<file path="src/rtl/pal_bank_pkg.sv">
`timescale 1ns/1ps
package pal_bank_pkg;

  typedef enum logic [2:0] {
    MODE_REG,
    MODE_IO_REGDEV,
    MODE_DED_OUT,
    MODE_IO_NOREG,
    MODE_DED_IN,
    MODE_BAD
  } cellMode_e;

  typedef enum logic [1:0] {OE_OFF, OE_ON, OE_PIN, OE_TERM} oeSel_e;

  typedef enum logic [1:0] {FB_ZERO, FB_REG, FB_OWN_PAD, FB_NEIGHBOR} fbSel_e;

  // strobes handed from control to datapath, one per cell
  typedef struct packed {
    logic   sumAll;      // OR all terms (else drop the top term)
    logic   outFromReg;  // pad value comes from the flip-flop
    logic   outZero;     // force the pad value low
    oeSel_e oeSel;
    fbSel_e fbSel;
  } cellCtrl_t;

  function automatic cellMode_e decodeMode(input logic g0, input logic g1, input logic l0);
    case ({g0, g1, l0})
      3'b010:  return MODE_REG;
      3'b011:  return MODE_IO_REGDEV;
      3'b100:  return MODE_DED_OUT;
      3'b111:  return MODE_IO_NOREG;
      3'b101:  return MODE_DED_IN;
      default: return MODE_BAD;
    endcase
  endfunction

endpackage

</file>
<file path="src/rtl/pal_bank_ctrl.sv">
`timescale 1ns/1ps
module pal_bank_ctrl
  import pal_bank_pkg::*;
#(
  parameter int NUM_CELLS = 8
) (
  input  logic [1:0]                       globalCfg,
  input  logic [NUM_CELLS-1:0]             cellMode,
  output cellCtrl_t [NUM_CELLS-1:0]        ctrl
);

  localparam int HALF = NUM_CELLS / 2;

  for (genvar i = 0; i < NUM_CELLS; i++) begin : g_cell
    localparam bit IS_EDGE = (i == 0) || (i == NUM_CELLS - 1);
    localparam bit IS_MID  = (i == HALF - 1) || (i == HALF);

    cellMode_e mode;
    logic      useNeighbor;
    cellCtrl_t c;

    assign mode = decodeMode(globalCfg[0], globalCfg[1], cellMode[i]);

    // end cells steer their feedback mux from bit 0, the others from bit 1
    if (IS_EDGE) begin : g_edgeSel
      assign useNeighbor = globalCfg[0];
    end else begin : g_midSel
      assign useNeighbor = ~globalCfg[1];
    end

    always_comb begin
      c            = '0;
      c.oeSel      = OE_OFF;
      c.fbSel      = FB_ZERO;
      case (mode)
        MODE_REG: begin
          c.sumAll     = 1'b1;
          c.outFromReg = 1'b1;
          c.oeSel      = OE_PIN;
        end
        MODE_IO_REGDEV, MODE_IO_NOREG: begin
          c.oeSel = OE_TERM;
        end
        MODE_DED_OUT: begin
          c.sumAll = 1'b1;
          c.oeSel  = OE_ON;
        end
        default: begin
          c.outZero = 1'b1;
        end
      endcase
      if (mode != MODE_BAD && !(mode == MODE_DED_OUT && IS_MID)) begin
        if (useNeighbor)            c.fbSel = FB_NEIGHBOR;
        else if (mode == MODE_REG)  c.fbSel = FB_REG;
        else                        c.fbSel = FB_OWN_PAD;
      end
    end

    assign ctrl[i] = c;
  end

endmodule

</file>
<file path="src/rtl/pal_bank_datapath.sv">
`timescale 1ns/1ps
module pal_bank_datapath
  import pal_bank_pkg::*;
#(
  parameter int NUM_CELLS = 8,
  parameter int TERMS     = 8
) (
  input  logic                           clk,
  input  logic                           rst,
  input  cellCtrl_t [NUM_CELLS-1:0]      ctrl,
  input  logic [NUM_CELLS-1:0]           cellPolarity,
  input  logic [NUM_CELLS*TERMS-1:0]     productTerms,
  input  logic                           clkPinLvl,
  input  logic                           sharedOe,
  input  logic [NUM_CELLS-1:0]           padIn,
  output logic [NUM_CELLS-1:0]           padOut,
  output logic [NUM_CELLS-1:0]           padOe,
  output logic [NUM_CELLS-1:0]           feedback
);

  localparam int HALF    = NUM_CELLS / 2;
  localparam int TOP_IDX = TERMS - 1;

  for (genvar i = 0; i < NUM_CELLS; i++) begin : g_cell
    logic [TERMS-1:0] terms;
    logic             orAll;
    logic             orLower;
    logic             sumSel;
    logic             polar;
    logic             regD;
    logic             regQ;
    logic             neighborVal;

    assign terms   = productTerms[i*TERMS +: TERMS];
    assign orAll   = |terms;
    assign orLower = |terms[TOP_IDX-1:0];
    assign sumSel  = ctrl[i].sumAll ? orAll : orLower;
    assign polar   = ~(sumSel ^ cellPolarity[i]);
    assign regD    = ~(orAll ^ cellPolarity[i]);

    always_ff @(posedge clk) begin
      if (rst) regQ <= 1'b0;
      else     regQ <= regD;
    end

    if (i == 0) begin : g_nbLow
      assign neighborVal = sharedOe;
    end else if (i == NUM_CELLS - 1) begin : g_nbHigh
      assign neighborVal = clkPinLvl;
    end else if (i < HALF) begin : g_nbDown
      assign neighborVal = padIn[i-1];
    end else begin : g_nbUp
      assign neighborVal = padIn[i+1];
    end

    always_comb begin
      if (ctrl[i].outZero)         padOut[i] = 1'b0;
      else if (ctrl[i].outFromReg) padOut[i] = regQ;
      else                         padOut[i] = polar;

      case (ctrl[i].oeSel)
        OE_ON:   padOe[i] = 1'b1;
        OE_PIN:  padOe[i] = sharedOe;
        OE_TERM: padOe[i] = terms[TOP_IDX];
        default: padOe[i] = 1'b0;
      endcase

      case (ctrl[i].fbSel)
        FB_REG:      feedback[i] = regQ;
        FB_OWN_PAD:  feedback[i] = padIn[i];
        FB_NEIGHBOR: feedback[i] = neighborVal;
        default:     feedback[i] = 1'b0;
      endcase
    end
  end

endmodule

</file>
<file path="src/rtl/pal_macrocell_bank.sv">
`timescale 1ns/1ps
module pal_macrocell_bank
  import pal_bank_pkg::*;
#(
  parameter int NUM_CELLS = 8,
  parameter int TERMS     = 8
) (
  input  logic                       clk,
  input  logic                       rst,
  input  logic [1:0]                 globalCfg,
  input  logic [NUM_CELLS-1:0]       cellMode,
  input  logic [NUM_CELLS-1:0]       cellPolarity,
  input  logic [NUM_CELLS*TERMS-1:0] productTerms,
  input  logic                       clkPinLvl,
  input  logic                       sharedOe,
  input  logic [NUM_CELLS-1:0]       padIn,
  output logic [NUM_CELLS-1:0]       padOut,
  output logic [NUM_CELLS-1:0]       padOe,
  output logic [NUM_CELLS-1:0]       feedback
);

  cellCtrl_t [NUM_CELLS-1:0] ctrl;

  pal_bank_ctrl #(.NUM_CELLS(NUM_CELLS)) ctrl_i (
    .globalCfg (globalCfg),
    .cellMode  (cellMode),
    .ctrl      (ctrl)
  );

  pal_bank_datapath #(.NUM_CELLS(NUM_CELLS), .TERMS(TERMS)) dp_i (
    .clk          (clk),
    .rst          (rst),
    .ctrl         (ctrl),
    .cellPolarity (cellPolarity),
    .productTerms (productTerms),
    .clkPinLvl    (clkPinLvl),
    .sharedOe     (sharedOe),
    .padIn        (padIn),
    .padOut       (padOut),
    .padOe        (padOe),
    .feedback     (feedback)
  );

endmodule

</file>
<file path="config.mk">
export PLATFORM = sky130hd
export DESIGN_NAME = pal_macrocell_bank
export DESIGN_NICKNAME = d
export VERILOG_FILES = /design/src/rtl/pal_bank_pkg.sv /design/src/rtl/pal_bank_ctrl.sv /design/src/rtl/pal_bank_datapath.sv /design/src/rtl/pal_macrocell_bank.sv
export SDC_FILE = /design/constraint.sdc
export NUM_CORES = 1
export LEC_CHECK = 0
export BUFFER_PORTS_ARGS = -buffer_cell sky130_fd_sc_hd__buf_2
export CORE_MARGIN = 5
export CORE_UTILIZATION = 36
export DETAILED_ROUTE_END_ITERATION = 16
export HOLD_SLACK_MARGIN = 0.08
export PLACE_DENSITY = 0.92
export RECOVER_POWER = 100
export SETUP_SLACK_MARGIN = 0.5
export SLEW_MARGIN = 15
export SYNTH_ARGS = -nofsm -noshare
export SYNTH_HDL_FRONTEND = slang
export SYNTH_SLANG_ARGS = --single-unit
</file>
<file path="constraint.sdc">
create_clock -name clk -period 1.9 [get_ports clk]
set_input_delay 0.19 -clock clk [delete_from_list [all_inputs] [get_ports clk]]
set_output_delay 0.19 -clock clk [all_outputs]
set_load 0.01 [all_outputs]
</file>
==> results.sh, run 1 <==
export IMPL_gp_congestion=0.733
export IMPL_p_total_mw=0.641
export IMPL_p_comb_share_pct=51.8
export IMPL_finalCritPeriodShare_pct=95.5
export IMPL_design_area_um2=1830
export IMPL_core_um2=3050
export IMPL_worstHoldStart="rst"
export IMPL_cts_sink_count=8
export IMPL_max_freq_mhz=551
export IMPL_cp_depth=6
export IMPL_io_buffers=117
export IMPL_start_kind="primary input"
export IMPL_yosysUniqueCellTypes=30
export IMPL_drv_cap=0
export IMPL_seqPwrFrac_pct=28.0
export IMPL_worstPathRequired_ns=1.71
export IMPL_min_path_type="primary input to flip-flop"
export IMPL_placed_area_um2=1840
export IMPL_criticalPathCategory="primary input to primary output"
export IMPL_n_antenna_cell=0
export IMPL_track_usage_pct=18.3
export IMPL_rsz0062_at_grt="yes"
export IMPL_numCtsBuffers=3
export IMPL_cts_root_buf="clkbuf_4"
export IMPL_gr_total_overflow=0
export IMPL_cts_setup_buffers=0
export IMPL_arrival_ns=1.63
export IMPL_critPathMaxStageDelay_ns=0.53
export IMPL_synthArstFlopShare_pct=0
export IMPL_die_h_um=66.3
export IMPL_syn2layout_area_growth_pct=60.8
export IMPL_p_switching_mw=0.226
export IMPL_critPathMaxFanout=3
export IMPL_slew_viol_final=0
export IMPL_syn_nets=263
export IMPL_largest_reg_flops=8
export IMPL_floorplan_rows=20
export IMPL_fin_crit_ns=1.82
export IMPL_ys_ff_latch=8
export IMPL_drt_iter0_markers=67
export IMPL_p_clk_share_pct=20.2
export IMPL_ys_warn_count=0
export IMPL_setup_viol=0
export IMPL_grt_pass1_vias=1559
export IMPL_postRouteAntennaNets=0
export IMPL_layout_commonest_cell="buf_2"
export IMPL_ir_drop_mv=0.205
export IMPL_ioPinCount=118
export IMPL_relSlewSlack_pct=64.8
export IMPL_clk_pin_slew_ns=0.05
export IMPL_synthFlopType="dfxtp_1"
export IMPL_nets=379
export IMPL_drc=0
export IMPL_dp_hpwl_mm=3.59
export IMPL_final_cell_mix="98 x buf_2, 19 x nor2_1, 19 x clkbuf_1, 15 x or3_1"
export IMPL_start_util_pct=37.3
export IMPL_clockBufferDepth=2
export IMPL_routed_wl_mm=4.29
export IMPL_drive_above_1_share_pct=44.2
export IMPL_setup_worst_path_start="productTerms[26]"
export IMPL_largest_register="dp_i.g_cell.regQ"
export IMPL_hold_viol_final=0
export IMPL_leakagePower_nw=0.809
export IMPL_fill_cells=343
export IMPL_detail_route_wl_per_cell_um=13.1
export IMPL_swShare_pct=35.3
export IMPL_synthCells=169
export IMPL_syn_area_per_cell_um2=6.74
export IMPL_crit_path_top_delay_cell="or4_4"
export IMPL_synth_edf_count=0
export IMPL_synth_seq_area_share_pct=14.1
export IMPL_grt_max_degree=16
export IMPL_worstPathCellList="buf_2 > or4_4 > or3_1 > and3_1 > o32ai_2 > clkbuf_1"
export IMPL_worst_path_buf_inv=2
export IMPL_dr_pass1_iters=4
export IMPL_status="finished, final reports clean"
export IMPL_cts_tree="done"
export IMPL_htreeDepth=1
export IMPL_antenna_found_initial=0
export IMPL_die_area_um2=4390
export IMPL_tns_ns=0
export IMPL_end_kind="primary output"
export IMPL_die_w_um=66.3
export IMPL_vias=1688
export IMPL_worst_slew_pin_slew_ns=0.528
export IMPL_hold_depth=2
export IMPL_critPathTopFamily="simple AND/OR/NAND/NOR gates"
export IMPL_syn_area_um2=1140
export IMPL_grt_first_pass_wirelength_mm=6.40
export IMPL_p_int_mw=0.414
export IMPL_viasPerCell=5.16
export IMPL_p_per_area_nw_per_um2=350
export IMPL_top_regs="dp_i.g_cell.regQ x8"
[final timing paths]
kind | endpoint | slack, ns
max | padOut[3] | 0.08
min | dp_i.g_cell[0].regQ | 0.24
[layout make-up]
cell class,instances,area [µm²],area share [%]
timing repair buffer,121,596,32.5
inverter,1,3.75,0.205
tap,44,55.1,3.00
sequential,8,160,8.74
multi-input combinational,150,996,54.3
clock buffer,3,22.5,1.23
[cells in the mapped netlist, types with 5 or more instances]
| cell type | n | area share [%] |
|---|---|---|
| nor2b_1 | 5 | 2.7 |
| o32ai_1 | 5 | 3.8 |
| o22ai_1 | 8 | 4.4 |
| dfxtp_1 | 8 | 14 |
| nor3_2 | 5 | 4.4 |
| nor2_1 | 19 | 6.3 |
| nand2_1 | 14 | 4.6 |
| o21ai_0 | 14 | 6.1 |
| xnor2_1 | 6 | 4.6 |
| nand2b_1 | 13 | 7.1 |
| clkbuf_1 | 7 | 2.3 |
| or4_4 | 5 | 4.9 |
| or3_1 | 15 | 8.2 |
| a22o_1 | 5 | 3.8 |
| a21oi_1 | 11 | 4.8 |
| and3_1 | 5 | 2.7 |
[metal layers]
layer / vias to the layer above / share of wire, % / global-route usage (%)
met5: - / 0 / 0
met4: 0 / 0.61 / 2.03
met3: 4 / 9.2 / 5.78
met2: 78 / 51 / 34.6
met1: 739 / 39 / 20.3
li1: 867 / - / -
[repair_timing]
action / CTS / global route
pin swaps: 0 / 0
hold buffers: 0 / 0
hold endpoints to repair: 0 / 0
resized for setup: 6 / 8
endpoints found under the setup margin: 18 / 16
[logic make-up after synthesis]
kind of cell | Yosys count | synth area share, %
compound gates | 52 | 29.9
xor+xnor | 8 | 6.15
flops | 8 | 14.1
simple gates | 90 | 46.3
buf+inv | 11 | 3.62
[per-stage QoR]
| step | setup WS [ns] | hold slack [ns] | std cells | utilization (%) |
|---|---|---|---|---|
| after CTS | 0.110 | 0.229 | 327 | 61.7 |
| after global routing | 0.0460 | 0.246 | 327 | 60.0 |
| after detailed placement | 0.108 | 0.501 | 324 | 60.2 |
| final | 0.0849 | 0.244 | 327 | 60.0 |
| after global placement | 0.141 | 0.483 | 324 | 60.2 |
| after floorplan | 0.350 | 0.262 | 169 | - |
[power groups by stage]
stage          Sequential [mW]  Combinational [mW]  Clock, mW
5_1_grt                  0.180               0.368      0.145
6_report                 0.179               0.332      0.129
3_5_place_dp             0.183               0.339          0
4_1_cts                  0.179               0.345      0.136
2_1_floorplan            0.182               0.162          0
3_3_place_gp             0.183               0.332          0
Power figures use the tool's default switching activity.
==> inputs of run 2 (changes only) <==
Settings changed: CORE_UTILIZATION 36 to 38, PLACE_DENSITY 0.92 to 0.95.
Clock period 1.9 ns to 2.15 ns, I/O delays scaled along.
==> results.sh, run 2 (synthesis gave the netlist of run 1 again) <==
export IMPL_status="finished, final reports clean"
export IMPL_viasPerCell=5.55
export IMPL_start_kind="primary input"
export IMPL_placedCellCount=310
export IMPL_max_freq_mhz=511
export IMPL_worstPathCellList="buf_2 > or4_4 > buf_6 > nor3_1 > xnor2_2 > o32ai_2 > clkbuf_1"
export IMPL_floorplan_rows=19
export IMPL_gp_congestion=0.804
export IMPL_drv_cap=0
export IMPL_criticalPathCategory="primary input to primary output"
export IMPL_worst_slack_ns=0.192
export IMPL_critPathMaxStageDelay_ns=0.53
export IMPL_finalCritPeriodShare_pct=91.1
export IMPL_rsz0062_at_grt="yes"
export IMPL_n_antenna_cell=0
export IMPL_dp_hpwl_mm=3.59
export IMPL_clockBufferDepth=2
export IMPL_fill_cells=248
export IMPL_syn2layout_area_growth_pct=69.9
export IMPL_detail_route_wl_per_cell_um=15.0
export IMPL_largest_register="dp_i.g_cell.regQ"
export IMPL_worst_path_buf_inv=3
export IMPL_htreeDepth=1
export IMPL_layout_commonest_cell="buf_2"
export IMPL_leakagePower_nw=0.877
export IMPL_clk_pin_slew_ns=0.06
export IMPL_critPathTopFamily="simple AND/OR/NAND/NOR gates"
export IMPL_cts_tree="done"
export IMPL_arrival_ns=1.74
export IMPL_tns_ns=0
export IMPL_fin_crit_ns=1.96
export IMPL_relSlewSlack_pct=62.3
export IMPL_final_util_pct=69.0
export IMPL_die_area_um2=4200
export IMPL_multi_input_area_um2=1040
export IMPL_cts_root_buf="clkbuf_4"
export IMPL_drc=0
export IMPL_hold_depth=2
export IMPL_gr_total_overflow=0
export IMPL_drt_iter0_markers=60
export IMPL_hold_viol_final=0
export IMPL_crit_path_top_delay_cell="or4_4"
export IMPL_p_total_mw=0.591
export IMPL_ff_latch_area_um2=160
export IMPL_placed_area_um2=1790
export IMPL_worstPathRequired_ns=1.93
export IMPL_antenna_found_initial=0
export IMPL_routed_wl_mm=4.84
export IMPL_place_ws_ns=0.280
export IMPL_vias=1787
export IMPL_slew_viol_final=0
export IMPL_numCtsBuffers=3
export IMPL_core_um2=2810
export IMPL_final_cells=322
export IMPL_cts_hold_buf=0
export IMPL_ioPinCount=118
export IMPL_grt_first_pass_wirelength_mm=7.38
export IMPL_worstHoldStart="rst"
export IMPL_largest_reg_flops=8
export IMPL_ir_drop_mv=0.271
export IMPL_drive_above_1_share_pct=44.7
export IMPL_top_regs="dp_i.g_cell.regQ x8"
export IMPL_die_h_um=64.8
export IMPL_worst_slew_pin_slew_ns=0.565
export IMPL_min_path_type="primary input to flip-flop"
export IMPL_grt_pass1_vias=1708
export IMPL_whs_ns=0.258
export IMPL_io_buffers=117
export IMPL_final_cell_mix="92 x buf_2, 24 x clkbuf_1, 19 x nor2_1"
export IMPL_critPathMaxFanout=2
export IMPL_design_area_um2=1940
export IMPL_setup_viol=0
export IMPL_start_util_pct=40.6
export IMPL_dr_pass1_iters=4
export IMPL_track_usage_pct=21.9
export IMPL_die_w_um=64.8
export IMPL_nets=387
export IMPL_postRouteAntennaNets=0
export IMPL_end_kind="primary output"
export IMPL_grt_max_degree=21
export IMPL_p_per_area_nw_per_um2=305
export IMPL_holdPathEnd="dp_i.g_cell[3].regQ"
export IMPL_cts_sink_count=8
run 2: layout make-up:
class / count / share of cell area [%]
multi-input cells: 150 / 53.6
repair buffers: 129 / 34.8
flip-flops and latches: 8 / 8.27
well taps: 31 / 2.00
clock buffers: 3 / 1.16
inverters: 1 / 0.194
run 2: per-layer routing:
metal | GRT usage (%) | wire length [µm] | vias to the layer above
met5 | 0 | 0 | -
met4 | 8.18 | 176 | 0
met3 | 6.74 | 406 | 16
met2 | 42.1 | 2540 | 85
met1 | 21.9 | 1720 | 800
li1 | - | - | 886
run 2: how the worst max path moves through the flow:
stage	start	endpoint	slack, ns	cells after the start
after floorplan	productTerms[10]	padOut[1]	0.52	4
after global placement	productTerms[10]	padOut[1]	0.31	6
after detailed placement	productTerms[58]	padOut[7]	0.28	6
after CTS	productTerms[14]	padOut[1]	0.31	6
after global routing	productTerms[46]	padOut[5]	0.12	7
final	productTerms[46]	padOut[5]	0.19	7
run 2: power breakdown:
group	switching, mW	internal [mW]	total (mW)
Combinational	0.158	0.153	0.311
Sequential	0.00210	0.156	0.159
Clock	0.0572	0.0643	0.122
run 2: what timing repair did:
| item | 4_1_cts | 5_1_grt |
|---|---|---|
| hold endpoints to repair | 0 | 0 |
| setup endpoints to repair | 8 | 8 |
| gates resized for setup | 16 | 10 |
| setup buffers | 8 | 1 |
| pin swaps | 24 | 11 |
